**src/rtl/hsclk_pkg.sv**
```systemverilog
package hsclk_pkg;

  typedef enum logic [1:0] {
    PWR_ACTIVE = 2'd0,
    PWR_SLEEP  = 2'd1,
    PWR_WAKE   = 2'd2
  } pwr_state_e;

  // Strap code to reference divide ratio; code 11 falls back to divide by 2
  function automatic logic [2:0] strap_to_div(logic [1:0] code);
    case (code)
      2'b01:   return 3'd3;
      2'b10:   return 3'd4;
      default: return 3'd2;
    endcase
  endfunction

endpackage

```
**src/rtl/hs_ref_divider.sv**
```systemverilog
module hs_ref_divider
  import hsclk_pkg::*;
(
  input  logic       clk,
  input  logic       rst_n,
  input  logic [1:0] strap,
  input  logic       restart,
  output logic       ce
);

  logic [1:0] sel_q;
  logic [1:0] cnt_q;
  logic [1:0] last;

  always_ff @(posedge clk) begin
    if (!rst_n) sel_q <= strap;
  end

  assign last = 2'(strap_to_div(sel_q) - 3'd1);
  assign ce   = (cnt_q == last);

  always_ff @(posedge clk) begin
    if (!rst_n || restart) cnt_q <= '0;
    else if (ce)           cnt_q <= '0;
    else                   cnt_q <= cnt_q + 2'd1;
  end


  ce_spacing_chk: assert property (@(posedge clk) disable iff (!rst_n)
    ce |=> !ce);

endmodule

```
**src/rtl/hs_phase_gen.sv**
```systemverilog
module hs_phase_gen #(
  parameter int HALF_SLOT = 2500,
  parameter int LP_DIV    = 40,
  localparam int PH_W     = $clog2(HALF_SLOT),
  localparam int LP_W     = $clog2(LP_DIV)
) (
  input  logic            clk,
  input  logic            rst_n,
  input  logic            ce,
  input  logic            lp_pulse,
  input  logic            sleep,
  input  logic            restart,
  output logic            inc,
  output logic [PH_W-1:0] phase
);

  logic [LP_W-1:0] lp_cnt_q;
  logic            hs_wrap;
  logic            lp_wrap;

  assign hs_wrap = ce && (phase == PH_W'(HALF_SLOT - 1));
  assign lp_wrap = lp_pulse && (lp_cnt_q == LP_W'(LP_DIV - 1));
  assign inc     = sleep ? lp_wrap : hs_wrap;

  always_ff @(posedge clk) begin
    if (!rst_n || restart) begin
      phase    <= '0;
      lp_cnt_q <= '0;
    end else if (sleep) begin
      if (lp_pulse) lp_cnt_q <= lp_wrap ? '0 : lp_cnt_q + LP_W'(1);
    end else if (ce) begin
      phase <= hs_wrap ? '0 : phase + PH_W'(1);
    end
  end


  phase_range_chk: assert property (@(posedge clk) disable iff (!rst_n)
    phase < PH_W'(HALF_SLOT));


  sleep_phase_chk: assert property (@(posedge clk) disable iff (!rst_n)
    (sleep && !restart) |=> $stable(phase));

endmodule

```
**src/rtl/hs_power_ctrl.sv**
```systemverilog
module hs_power_ctrl
  import hsclk_pkg::*;
#(
  parameter int LOW_W      = 12,
  parameter int WAKE_TICKS = 3,
  localparam int WK_W      = $clog2(WAKE_TICKS)
) (
  input  logic             clk,
  input  logic             rst_n,
  input  logic             pd_req,
  input  logic             inc,
  input  logic [LOW_W-1:0] low_new,
  input  logic [LOW_W-1:0] wake_mark,
  output logic             restart,
  output logic             sleep,
  output logic             hf_on,
  output logic             ready
);

  pwr_state_e      st_q;
  logic [WK_W-1:0] wk_q;
  logic            go_sleep;
  logic            wake_hit;

  assign go_sleep = (st_q == PWR_ACTIVE) && pd_req;
  assign wake_hit = (st_q == PWR_SLEEP) && inc && (low_new == wake_mark);
  assign restart  = go_sleep || wake_hit;
  assign sleep    = (st_q == PWR_SLEEP);
  assign hf_on    = !sleep;
  assign ready    = (st_q == PWR_ACTIVE);

  always_ff @(posedge clk) begin
    if (!rst_n) begin
      st_q <= PWR_ACTIVE;
      wk_q <= '0;
    end else begin
      case (st_q)
        PWR_ACTIVE: if (pd_req) st_q <= PWR_SLEEP;
        PWR_SLEEP: if (wake_hit) begin
          st_q <= PWR_WAKE;
          wk_q <= '0;
        end
        PWR_WAKE: if (inc) begin
          if (wk_q == WK_W'(WAKE_TICKS - 1)) st_q <= PWR_ACTIVE;
          else                               wk_q <= wk_q + WK_W'(1);
        end
        default: st_q <= PWR_ACTIVE;
      endcase
    end
  end


  sleep_entry_chk: assert property (@(posedge clk) disable iff (!rst_n)
    $fell(hf_on) |-> $past(pd_req));


  wake_match_chk: assert property (@(posedge clk) disable iff (!rst_n)
    $rose(hf_on) |-> $past(inc && (low_new == wake_mark)));


  ready_rise_chk: assert property (@(posedge clk) disable iff (!rst_n)
    $rose(ready) |-> $past(inc));

endmodule

```
**src/rtl/hs_skew_meter.sv**
```systemverilog
module hs_skew_meter #(
  parameter int HALF_SLOT = 2500,
  parameter int POS_W     = 13,
  parameter int SKEW_W    = 13,
  localparam int DIFF_W   = POS_W + 2
) (
  input  logic              clk,
  input  logic              rst_n,
  input  logic              strobe,
  input  logic              enable,
  input  logic [POS_W-1:0]  slave_pos,
  input  logic [POS_W-1:0]  master_pos,
  output logic [SKEW_W-1:0] skew,
  output logic              valid,
  output logic              ovf
);

  localparam logic signed [DIFF_W-1:0] LIM_P = DIFF_W'(HALF_SLOT - 1);
  localparam logic signed [DIFF_W-1:0] LIM_N = -LIM_P;
  localparam logic signed [SKEW_W-1:0] LIM_S = SKEW_W'(HALF_SLOT - 1);

  logic signed [DIFF_W-1:0] diff;
  logic signed [DIFF_W-1:0] clamped;
  logic                     over;
  logic                     take;

  assign take = strobe && enable;
  assign diff = $signed({2'b00, slave_pos}) - $signed({2'b00, master_pos});

  always_comb begin
    over    = 1'b0;
    clamped = diff;
    if (diff > LIM_P) begin
      clamped = LIM_P;
      over    = 1'b1;
    end else if (diff < LIM_N) begin
      clamped = LIM_N;
      over    = 1'b1;
    end
  end

  always_ff @(posedge clk) begin
    if (!rst_n) begin
      skew  <= '0;
      valid <= 1'b0;
      ovf   <= 1'b0;
    end else begin
      valid <= take;
      if (take) begin
        skew <= clamped[SKEW_W-1:0];
        if (over) ovf <= 1'b1;
      end
    end
  end


  skew_range_chk: assert property (@(posedge clk) disable iff (!rst_n)
    valid |-> ($signed(skew) <= LIM_S && $signed(skew) >= -LIM_S));


  ovf_sticky_chk: assert property (@(posedge clk) disable iff (!rst_n)
    ovf |=> ovf);


  valid_src_chk: assert property (@(posedge clk) disable iff (!rst_n)
    valid |-> $past(strobe && enable));

endmodule

```
**src/rtl/halfslot_clock.sv**
```systemverilog
module halfslot_clock #(
  parameter int CNT_W      = 28,
  parameter int LOW_W      = 12,
  parameter int HALF_SLOT  = 2500,
  parameter int LP_DIV     = 40,
  parameter int TICK_W     = 2,
  parameter int WAKE_TICKS = 3,
  localparam int POS_W     = $clog2(2 * HALF_SLOT),
  localparam int SKEW_W    = $clog2(HALF_SLOT) + 1
) (
  input  logic              clk,
  input  logic              rst_n,
  input  logic [1:0]        strap,
  input  logic              lp_pulse,
  input  logic              cmd_load,
  input  logic              load_en,
  input  logic [LOW_W-1:0]  load_val,
  input  logic              pd_req,
  input  logic [LOW_W-1:0]  wake_mark,
  input  logic              sync_strobe,
  input  logic [POS_W-1:0]  slave_pos,
  output logic [CNT_W-1:0]  native_cnt,
  output logic              tick,
  output logic              hf_on,
  output logic              ready,
  output logic [SKEW_W-1:0] skew,
  output logic              skew_valid,
  output logic              skew_ovf
);

  localparam int PH_W = $clog2(HALF_SLOT);
  localparam int TW   = $clog2(TICK_W + 1);

  logic             ce, inc, restart, sleep, ld;
  logic [PH_W-1:0]  phase;
  logic [CNT_W-1:0] cnt_q, cnt_next;
  logic [TW-1:0]    tick_cnt_q;
  logic [POS_W-1:0] master_pos;

  hs_ref_divider u_div (
    .clk(clk), .rst_n(rst_n), .strap(strap), .restart(restart), .ce(ce)
  );

  hs_phase_gen #(.HALF_SLOT(HALF_SLOT), .LP_DIV(LP_DIV)) u_phase (
    .clk(clk), .rst_n(rst_n), .ce(ce), .lp_pulse(lp_pulse), .sleep(sleep),
    .restart(restart), .inc(inc), .phase(phase)
  );

  assign ld = cmd_load && load_en;

  always_comb begin
    cnt_next = cnt_q;
    if (ld)       cnt_next = {cnt_q[CNT_W-1:LOW_W], load_val};
    else if (inc) cnt_next = cnt_q + CNT_W'(1);
  end

  always_ff @(posedge clk) begin
    if (!rst_n) begin
      cnt_q      <= '0;
      tick_cnt_q <= '0;
    end else begin
      cnt_q <= cnt_next;
      if (inc)                   tick_cnt_q <= TW'(TICK_W);
      else if (tick_cnt_q != '0) tick_cnt_q <= tick_cnt_q - TW'(1);
    end
  end

  assign native_cnt = cnt_q;
  assign tick       = (tick_cnt_q != '0);

  hs_power_ctrl #(.LOW_W(LOW_W), .WAKE_TICKS(WAKE_TICKS)) u_pwr (
    .clk(clk), .rst_n(rst_n), .pd_req(pd_req), .inc(inc),
    .low_new(cnt_next[LOW_W-1:0]), .wake_mark(wake_mark), .restart(restart),
    .sleep(sleep), .hf_on(hf_on), .ready(ready)
  );

  assign master_pos = POS_W'(phase) + (cnt_q[0] ? POS_W'(HALF_SLOT) : '0);

  hs_skew_meter #(.HALF_SLOT(HALF_SLOT), .POS_W(POS_W), .SKEW_W(SKEW_W)) u_skew (
    .clk(clk), .rst_n(rst_n), .strobe(sync_strobe), .enable(!sleep),
    .slave_pos(slave_pos), .master_pos(master_pos), .skew(skew),
    .valid(skew_valid), .ovf(skew_ovf)
  );


  cnt_hold_chk: assert property (@(posedge clk) disable iff (!rst_n)
    (!inc && !ld) |=> $stable(native_cnt));


  tick_on_inc_chk: assert property (@(posedge clk) disable iff (!rst_n)
    inc |=> tick);


  load_low_chk: assert property (@(posedge clk) disable iff (!rst_n)
    ld |=> (native_cnt[LOW_W-1:0] == $past(load_val)));


  load_high_chk: assert property (@(posedge clk) disable iff (!rst_n)
    ld |=> (native_cnt[CNT_W-1:LOW_W] == $past(native_cnt[CNT_W-1:LOW_W])));

endmodule

```
**config.mk**
```make
export PLATFORM = sky130hd
export DESIGN_NAME = halfslot_clock
export DESIGN_NICKNAME = d
export VERILOG_FILES = /design/src/rtl/hsclk_pkg.sv /design/src/rtl/hs_ref_divider.sv /design/src/rtl/hs_phase_gen.sv /design/src/rtl/hs_power_ctrl.sv /design/src/rtl/hs_skew_meter.sv /design/src/rtl/halfslot_clock.sv
export SDC_FILE = /design/constraint.sdc
export NUM_CORES = 1
export LEC_CHECK = 0
export BUFFER_PORTS_ARGS = -buffer_cell sky130_fd_sc_hd__buf_2
export CAP_MARGIN = 20
export CORE_MARGIN = 8
export CORE_UTILIZATION = 52
export CTS_CLUSTER_SIZE = 30
export DETAILED_ROUTE_END_ITERATION = 6
export PLACE_DENSITY_LB_ADDON = 0.25
export SLEW_MARGIN = 20
export SYNTH_ARGS = -nofsm -noshare
export SYNTH_HDL_FRONTEND = slang
export SYNTH_SLANG_ARGS = --single-unit
```
**constraint.sdc**
```tcl
create_clock -name clk -period 6.4 [get_ports clk]
set_input_delay 1.28 -clock clk [delete_from_list [all_inputs] [get_ports clk]]
set_output_delay 1.28 -clock clk [all_outputs]
set_load 0.005 [all_outputs]
```
==> results of run 1 <==
-- report_power, final --
part,total (mW),internal (mW),switching (mW)
logic,0.220,0.0886,0.132
registers,0.478,0.461,0.0174
clock network,0.353,0.177,0.177
total,1.05,0.726,0.326
-- stage by stage --
step	setup WS [ps]	total power, mW	utilization
6_report	1760	1.05	0.602
5_1_grt	1480	1.10	0.602
4_1_cts	1790	1.05	0.602
3_5_place_dp	1420	0.707	0.581
3_3_place_gp	1610	0.702	0.581
2_1_floorplan	2000	0.636	-
-- critical path: cells and delay by family --
family	cells	cell delay [ps]
simple gates	3	1360
compound gates	4	1150
buf+inv	1	110
xor+xnor	1	230
fa+ha+maj	2	750
-- flip-flops by register name, summed over array words and instances, names as in the netlist --
register and flops:
tick_cnt_q 2, u_phase.lp_cnt_q 6, u_skew.valid 1, native_cnt 28, u_div.cnt_q 2, u_skew.ovf 1
u_div.sel_q 2, u_pwr.wk_q 2, u_skew.skew 13, u_phase.phase 12, u_pwr.st_q 2
-- logic make-up (layout without fill, tap and decap cells) --
family | Yosys count | in the layout
AOI/OAI and AO/OA | 128 | 128
xor gates and xnor gates | 52 | 52
adders and majority gates | 28 | 28
buffers and inverters | 65 | 148
DFF | 71 | 71
muxes | 2 | 2
and+or+nand+nor | 247 | 247
-- placed cells by master, fill, tap and decap left out, drive strengths merged, types with 4 or more instances in the layout --
cell type	synthesis	layout
dfxtp	69	69
and2	6	6
o211ai	6	6
clkinv	1	6
and4	9	9
a22o	7	7
o21ai	30	30
fa	6	6
nor3	41	41
o221ai	5	5
nor2	54	54
nand3	32	32
clkbuf	16	9
or3	7	7
nand2	43	43
xnor2	26	26
xor2	25	25
a2111oi	7	7
o31ai	4	4
and3	9	9
nand2b	7	7
a31oi	5	5
inv	38	38
a211oi	6	6
ha	22	22
a21oi	27	27
buf	10	93
nand4	13	13
nor4	8	8
nor3b	4	4
-- layout make-up --
cell class              instances  share of cell area
repair buffers                 93              0.0859
flip-flops and latches         71               0.263
multi-input cells             457               0.565
inverters                      39              0.0267
clock buffers                   9              0.0226
clock inverters                 7              0.0116
well taps                     111              0.0253
-- layer usage --
| layer | routed length, µm | GRT usage | vias up | part of all wire |
|---|---|---|---|---|
| li1 | - | - | 2327 | - |
| met1 | 5930 | 0.270 | 2213 | 0.44 |
| met2 | 6210 | 0.357 | 229 | 0.46 |
| met3 | 1160 | 0.0488 | 37 | 0.086 |
| met4 | 286 | 0.0773 | 0 | 0.021 |
| met5 | 0 | 0 | - | 0 |
-- worst max path at each step --
stage | start | endpoint | slack, ps | cells after the start
5_1_grt | slave_pos[7] | u_skew.skew[4]$_SDFFE_PN0P_ | 1480 | 11
6_report | slave_pos[7] | u_skew.skew[2]$_SDFFE_PN0P_ | 1760 | 11
3_3_place_gp | slave_pos[7] | u_skew.skew[3]$_SDFFE_PN0P_ | 1610 | 11
2_1_floorplan | slave_pos[7] | u_skew.skew[2]$_SDFFE_PN0P_ | 2000 | 10
4_1_cts | slave_pos[7] | u_skew.skew[2]$_SDFFE_PN0P_ | 1790 | 11
3_5_place_dp | slave_pos[7] | u_skew.skew[2]$_SDFFE_PN0P_ | 1420 | 11
==> impl_metrics.yaml, run 1 <==
timing:
  final_max_slew_viol_count: 0
  fin_setup_tns_ps: 0
  final-setup-viol-count: 0
  fin_worst_skew_ps: 10.0
  hold_slack_ps: 436
  fmax_mhz: 215
  post-route-period-util: 0.725
  hold_viol: 0
  rsz0062_at_grt: "no"
  period_needed_ps: 4640
  slew-limit-headroom: 0.391
  tightestPinTransition_ps: 912
clocking:
  clock_sinks: 71
  cts_resized: 0
  ctsHoldBuffers: 0
  clkTransAtPathRegs_ps: 80
  cts_tree: "yes"
  cts.htree.levels: 3
  root_buffer: "clkbuf_8"
  clock_latency_ps: 350
  numCtsBuffers: 9
  postCtsSetupBuffers: 0
  cts_buffer_depth: 2
min_path:
  hp-start: "tick_cnt_q[0]$_SDFFE_PP0P_"
  min_delay_worst_endpoint: "tick_cnt_q[0]$_SDFFE_PP0P_"
  hold_depth: 1
  hold_class: "reg2reg"
setup_path:
  cpMaxStageDelayCell: "nor3_1"
  r2r_end: "u_skew.skew[2]$_SDFFE_PN0P_"
  crit-reg2reg-launch: "native_cnt[0]$_SDFF_PN0_"
  crit_path_end_kind: "flop"
  cp_cell_sequence: "buf_2, fa_1, ha_1, or3_1, o221a_2, a2111oi_0, nor3_1, xnor2_1, nor3_1, o21ai_0, a22o_1"
  worst_ep_required_time_ps: 6650
  reg2reg_depth: 11
  regToRegSetupSlack_ps: 2020
  crit_arrival_ps: 4890
  path_max_fanout: 10
  cp_common_cell: "nor3_1"
  start_kind: "primary input"
  crit_type: "in2reg"
  critPathMaxStageDelay_ps: 770
grt:
  first_global_vias: 4813
  grt_overflow: 0
  grt_max_degree: 34
  antenna_found_initial: 0
  grt_use_total: 0.216
  grt_first_pass_wirelength_mm: 22.7
detailed_routing:
  drc_errors: 0
  dr_total_vias: 4806
  wl_mm: 13.6
  drtAntennaViolNets: 0
  wire_per_inst_um: 17.3
  dr.pass1.iters: 5
  drtIter0Drc: 307
  avgViaCountPerCell: 6.11
cells_and_area:
  fillerInstances: 862
  drive_above_1_share: 0.180
  regArea_um2: 1440
  syn2layout_area_growth_pct: 14.0
  fin_cells: 787
  design_area_um2: 5480
  nNetsFinal: 745
  antenna_cells: 0
  multi_input_area_um2: 3090
die:
  io_pins: 92
  chipWidth_um: 112
  core_um2: 9110
  dieArea_um2: 12600
  num_rows: 35
  initial_core_util: 0.528
  die_y_um: 112
logic_synthesis:
  ys_top_cells_by_area: "dfxtp_1 (29%), ha_1 (5.7%), xnor2_1 (4.7%)"
  synth_compound_area_frac: 0.185
  syn_inst: 593
  synth_area_um2: 4810
  muxShareOfSynthArea: 0.00416
  ys.flop_type: "dfxtp_1"
  synth_top_area_frac: 0.287
  synth-adder-area-share: 0.0822
  synth-xor-area-share: 0.0976
  yosysUniqueCellTypes: 72
  synth_most_common_cell: "dfxtp_1"
  synth_seq_cells: 71
  async_flop_share: 0
  post-synth-top-area-cell: "dfxtp_1"
  synth_common_cells: "dfxtp_1 (69), nor2_1 (54), nand2_1 (43)"
  syn_area_per_cell_um2: 8.11
  ys_seq_area_frac: 0.300
  synth-edff-count: 2
  synth_top_family_by_area: "simple AND/OR/NAND/NOR gates"
  syn-num-nets: 667
  yosys_warnings: 0
  synthSimpleGateAreaFrac: 0.275
place:
  portBuffers: 91
  dp_cells: 771
  place.gp.congestion: 0.907
  place_area_um2: 5290
  place_hpwl_mm: 10.4
power_and_ir_drop:
  p_leak_nw: 2.23
  p_per_area_nw_per_um2: 192
  vdd_drop_max_v: 0.000115
flow_run:
  maxCapViolations: 0
outcome:
  status: "finished clean"
(Power assumes the default switching activity.)
==> run 2: changes to the inputs <==
- clock period: 6.4 -> 4.74 ns (I/O delays scaled with it)
==> run 2 against run 1 <==
Global-route usage decreased by 0.29 points. Combinational power increased by 38%. Non-clock buffer count increased by 5. Largest power group unchanged. Critical path type is now reg2reg. Critical path depth unchanged. Sequential share of layout area decreased by 0.11 points. Cell count increased by 0.51%. Clock skew about the same. Critical endpoint is now u_skew.skew[4]$_SDFFE_PN0P_. Worst setup slack got worse by 950 ps. Via count decreased by 0.92%. Flip-flop and latch count unchanged. Hold slack improved by 8.8 ps. Core utilization increased by 0.26 points.
==> impl_metrics.yaml, run 2 (same netlist as run 1, synthesis figures left out) <==
grt:
  grt_overflow: 0
  first_global_vias: 4587
  antenna_found_initial: 0
  grt_use_total: 0.213
  grt_first_pass_wirelength_mm: 22.4
  grt_max_degree: 29
detailed_routing:
  wl_mm: 13.7
  drtIter0Drc: 385
  drtAntennaViolNets: 0
  wl_met1_mm: 6.12
  dr.pass1.iters: 5
  wire_per_inst_um: 17.4
  top_layer_used: "met4"
  wl_met3_mm: 1.07
  avgViaCountPerCell: 6.02
  dr_total_vias: 4762
  route.met2.wl_mm: 6.37
  drc_errors: 0
die:
  io_pins: 92
  initial_core_util: 0.528
  chipWidth_um: 112
  core_um2: 9110
  dieArea_um2: 12600
  num_rows: 35
  die_y_um: 112
setup_path:
  reg2reg_depth: 11
  r2r_end: "u_skew.skew[4]$_SDFFE_PN0P_"
  path_max_fanout: 10
  regToRegSetupSlack_ps: 810
  crit_path_end_kind: "flop"
  crit_arrival_ps: 4160
  crit_type: "reg2reg"
  start_kind: "flop"
  worst_ep_required_time_ps: 4970
  crit-reg2reg-launch: "native_cnt[0]$_SDFF_PN0_"
place:
  dp_cells: 776
  dp_slack_ps: 532
  portBuffers: 91
  place.gp.congestion: 0.943
  place_hpwl_mm: 10.6
min_path:
  hp-start: "tick_cnt_q[0]$_SDFFE_PP0P_"
  hold_class: "reg2reg"
  hold_depth: 1
  min_delay_worst_endpoint: "tick_cnt_q[0]$_SDFFE_PP0P_"
power_and_ir_drop:
  p_per_area_nw_per_um2: 257
  vdd_drop_max_v: 0.000139
  p_leak_nw: 2.24
cells_and_area:
  syn2layout_area_growth_pct: 14.5
  final_cell_mix: "buf_2 (91), dfxtp_1 (69), nor2_1 (54)"
  drive_above_1_share: 0.182
  post-route-util: 0.604
  antenna_cells: 0
  final_common_cell: "buf_2"
  nNetsFinal: 750
  fin_cells: 791
  largest_reg_flops: 28
timing:
  hold_viol: 0
  final_max_slew_viol_count: 0
  final.setup.worst_slack_ps: 813
  final-setup-viol-count: 0
  post-route-period-util: 0.829
  rsz0062_at_grt: "no"
  period_needed_ps: 3930
  fin_worst_skew_ps: 9.84
  hold_slack_ps: 445
  fin_setup_tns_ps: 0
  slew-limit-headroom: 0.482
  fmax_mhz: 255
  tightestPinTransition_ps: 776
flow_run:
  maxCapViolations: 0
clocking:
  cts.htree.levels: 3
  clock_latency_ps: 340
  postCtsSetupBuffers: 0
  numCtsBuffers: 9
  root_buffer: "clkbuf_8"
  clock_sinks: 71
  cts_resized: 0
  cts_buffer_depth: 2
  ctsHoldBuffers: 0
  cts_tree: "yes"
  clkTransAtPathRegs_ps: 80
outcome:
  status: "finished clean"
-- run 2: changes by cell type in the layout (fill, tap and decap cells not counted), sizes merged --
cell	change
clkbuf	+4
buf	+5
clkinv	-4
clkinvlp	-1
-- run 2: worst max-delay path, stage by stage, from the launching register on --
cell and delay [ps]:
dfxtp_1 520, inv_1 230, fa_1 500, ha_1 280, or3_1 430, o221a_2 290, a2111oi_0 360, nor3_1 160
xnor2_1 220, o21ai_1 470, o21ai_0 150, a22o_1 210
-- run 2: worst max-delay path by stage --
stage                                              to                     start
after floorplan           u_skew.skew[2]$_SDFFE_PN0P_              slave_pos[7]
after global placement    u_skew.skew[3]$_SDFFE_PN0P_              slave_pos[7]
after detailed placement  u_skew.skew[4]$_SDFFE_PN0P_              slave_pos[7]
after CTS                 u_skew.skew[4]$_SDFFE_PN0P_  native_cnt[0]$_SDFF_PN0_
after global routing      u_skew.skew[7]$_SDFFE_PN0P_  native_cnt[0]$_SDFF_PN0_
final                     u_skew.skew[4]$_SDFFE_PN0P_  native_cnt[0]$_SDFF_PN0_
-- run 2: report_power, final --
group | total [mW] | internal (mW) | switching (mW)
sequential | 0.648 | 0.623 | 0.0250
combinational | 0.303 | 0.124 | 0.178
clock | 0.464 | 0.241 | 0.223
-- run 2: metrics by stage --
stage               power, mW  instance area [µm²]
CTS                      1.42                 5500
detailed placement      0.958                 5330
finish                   1.41                 5500
global route             1.49                 5500
floorplan               0.859                 4810
global placement        0.952                 5330
-- run 2: layout make-up --
| cell class | count | area (µm²) |
|---|---|---|
| multi-input cells | 457 | 3090 |
| flip-flops and latches | 71 | 1440 |
| clock inverters | 2 | 35.0 |
| inverters | 39 | 146 |
| fillers | 849 | 3610 |
| clock buffers | 13 | 139 |
| well taps | 111 | 139 |
| repair buffers | 98 | 508 |
-- run 2: routing by layer --
layer	vias to the layer above	track usage
li1	2313	-
met1	2225	0.283
met4	0	0.0674
met2	206	0.342
met3	18	0.0403
met5	-	0
==> run 3: changes to the inputs <==
- ABC_AREA: not set -> 1
- CORE_UTILIZATION: 52 -> 51
- clock period: 4.74 -> 3.48 ns (I/O delays scaled with it)
==> run 3 against run 2 <==
Sequential share of layout area down 0.84 points. Clock skew up 4.2 ps. First-iteration DRC count fell by 29%. Wire length down 13%. Area after synthesis grew 1.9%. Sequential power grew 36%. Fmax rose by 26%. Critical endpoint is now u_skew.skew[0]$_SDFFE_PN0P_.
==> impl_metrics.yaml, run 3 <==
grt:
  first_global_vias: 4534
  grt_first_pass_wirelength_mm: 19.8
  antenna_found_initial: 0
  grt_overflow: 0
  grt_use_total: 0.182
  grt_max_degree: 28
clocking:
  clkTransAtPathRegs_ps: 70
  cts_resized: 0
  cts_buffer_depth: 2
  postCtsSetupBuffers: 0
  cts_tree: "yes"
  cts.htree.levels: 3
  clock_sinks: 71
  ctsHoldBuffers: 0
  clock_latency_ps: 340
  numCtsBuffers: 9
  root_buffer: "clkbuf_8"
logic_synthesis:
  synth_top_area_frac: 0.282
  ys_top_cells_by_area: "dfxtp_1 (28%), nand2_1 (15%), inv_1 (9.0%)"
  ys.flop_type: "dfxtp_1"
  ys_seq_area_frac: 0.294
  synth-edff-count: 2
  yosys_warnings: 0
  synth_seq_cells: 71
  synth_common_cells: "nand2_1 (200), inv_1 (118), dfxtp_1 (69)"
  syn-num-nets: 810
  yosysUniqueCellTypes: 43
  synth_area_um2: 4900
  synth_most_common_cell: "nand2_1"
  syn_area_per_cell_um2: 6.66
  async_flop_share: 0
  syn_inst: 736
  post-synth-top-area-cell: "dfxtp_1"
timing:
  rsz0062_at_grt: "no"
  fin_setup_tns_ps: 0
  slew-limit-headroom: 0.693
  post-route-period-util: 0.898
  period_needed_ps: 3130
  hold_slack_ps: 442
  fmax_mhz: 320
  fin_worst_skew_ps: 14.0
  final_max_slew_viol_count: 0
  final-setup-viol-count: 0
  hold_viol: 0
  tightestPinTransition_ps: 457
min_path:
  hold_class: "reg2reg"
cells_and_area:
  regArea_um2: 1440
  nNetsFinal: 901
  syn2layout_area_growth_pct: 16.0
  drive_above_1_share: 0.185
  design_area_um2: 5680
  fillerInstances: 904
  final_cell_mix: "nand2_1 (200), inv_1 (118), buf_2 (91)"
  final_common_cell: "nand2_1"
  antenna_cells: 0
  largest_reg_flops: 28
  post-route-util: 0.612
  multi_input_area_um2: 2910
die:
  initial_core_util: 0.528
  io_pins: 92
  core_um2: 9280
  num_rows: 35
  chipWidth_um: 114
  dieArea_um2: 13000
  die_y_um: 114
setup_path:
  cpMaxStageDelayCell: "fa_1"
  critPathTopFamily: "adder cells"
  cp_cell_sequence: "inv_1, fa_1, ha_1, inv_1, o21ai_0, inv_1, o21a_1, nand3_1, a21oi_1, xor2_1, inv_1, nand2_1, nand2_1, nand2_1, nand2_1, o21ai_0, inv_1"
  start_kind: "flop"
  cp_common_cell: "inv_1"
  crit_type: "reg2reg"
  critPathMaxStageDelay_ps: 470
  crit_path_end_kind: "flop"
  crit_arrival_ps: 3350
  path_max_fanout: 8
  worst_ep_required_time_ps: 3710
  crit_buf_inv: 5
power_and_ir_drop:
  power_frac_seq: 0.425
  p_leak_nw: 2.75
  vdd_drop_max_v: 0.000237
  p_per_area_nw_per_um2: 365
  comb_power_share: 0.210
  clkPwrFrac: 0.366
  swShare: 0.295
  p_sw_mw: 0.612
  p_int_mw: 1.46
outcome:
  status: "finished clean"
flow_run:
  maxCapViolations: 0
place:
  place.gp.congestion: 0.886
  place_area_um2: 5460
  portBuffers: 91
  place_hpwl_mm: 9.50
detailed_routing:
  wl_mm: 12.0
  drc_errors: 0
  drtIter0Drc: 274
  dr.pass1.iters: 5
  avgViaCountPerCell: 5.06
  drtAntennaViolNets: 0
  wire_per_inst_um: 12.5
  dr_total_vias: 4858
## run 3: cell count changes after synthesis, moves of 8 or more
cell	change
xnor2_1	-20
nor2_1	+9
inv_1	+80
nor3_1	-26
nor3_2	+13
nand3_1	+21
and4_1	-9
nand2_1	+157
and3_1	-8
a21oi_1	+15
## run 3: final cells by class
type	count	share of cell area
Inverter	121	0.0799
Clock buffer	12	0.0273
Timing Repair Buffer	96	0.0867
Sequential cell	71	0.254
Clock inverter	3	0.0119
Tap cell	129	0.0284
Multi-Input combinational cell	528	0.512
## run 3: final timing paths
path                                          startpoint                     endpoint  slack, ps  cells past startpoint
worst min-delay path             u_skew.ovf$_SDFFE_PN0P_      u_skew.ovf$_SDFFE_PN0P_        440                      2
worst max-delay path            native_cnt[0]$_SDFF_PN0_  u_skew.skew[0]$_SDFFE_PN0P_        350                     17
worst max register to register  native_cnt[0]$_SDFF_PN0_  u_skew.skew[0]$_SDFFE_PN0P_        350                     17
worst min register to register   u_skew.ovf$_SDFFE_PN0P_      u_skew.ovf$_SDFFE_PN0P_        440                      2
## run 3: worst reg2reg max path: cells and delay by family, from the launching register on
kind / cells / cell delay (ps)
compound gates: 4 / 550
simple gates: 5 / 570
fa+ha+maj: 2 / 860
buf+inv: 5 / 530
flops: 1 / 310
xor+xnor: 1 / 200
## run 3: through the flow
stage	worst slack, ps	total power [mW]	instances
final	354	2.07	960
after global routing	21.1	2.18	960
after CTS	351	2.08	960
after detailed placement	109	1.33	945
after global placement	215	1.32	945
after floorplan	503	1.20	736
## run 3: routing by layer
| metal | GRT usage | vias to the layer above | wire, µm | share of wire |
|---|---|---|---|---|
| li1 | - | 2507 | - | - |
| met1 | 0.228 | 2198 | 5460 | 0.46 |
| met2 | 0.305 | 138 | 5590 | 0.47 |
| met3 | 0.0401 | 15 | 785 | 0.066 |
| met4 | 0.0550 | 0 | 151 | 0.013 |
| met5 | 0 | - | 0 | 0 |
## run 3: power groups by stage
stage | registers [mW] | logic, mW | clock network, mW
after floorplan | 0.898 | 0.305 | 0
after global placement | 0.898 | 0.421 | 0
after detailed placement | 0.899 | 0.433 | 0
after CTS | 0.880 | 0.435 | 0.766
after global routing | 0.885 | 0.495 | 0.805
final | 0.881 | 0.435 | 0.759
## run 3: cell families after synthesis
kind of cell | synth area share
flops | 0.294
xor+xnor | 0.0483
compound gates | 0.0845
fa+ha+maj | 0.0807
buf+inv | 0.111
simple gates | 0.381
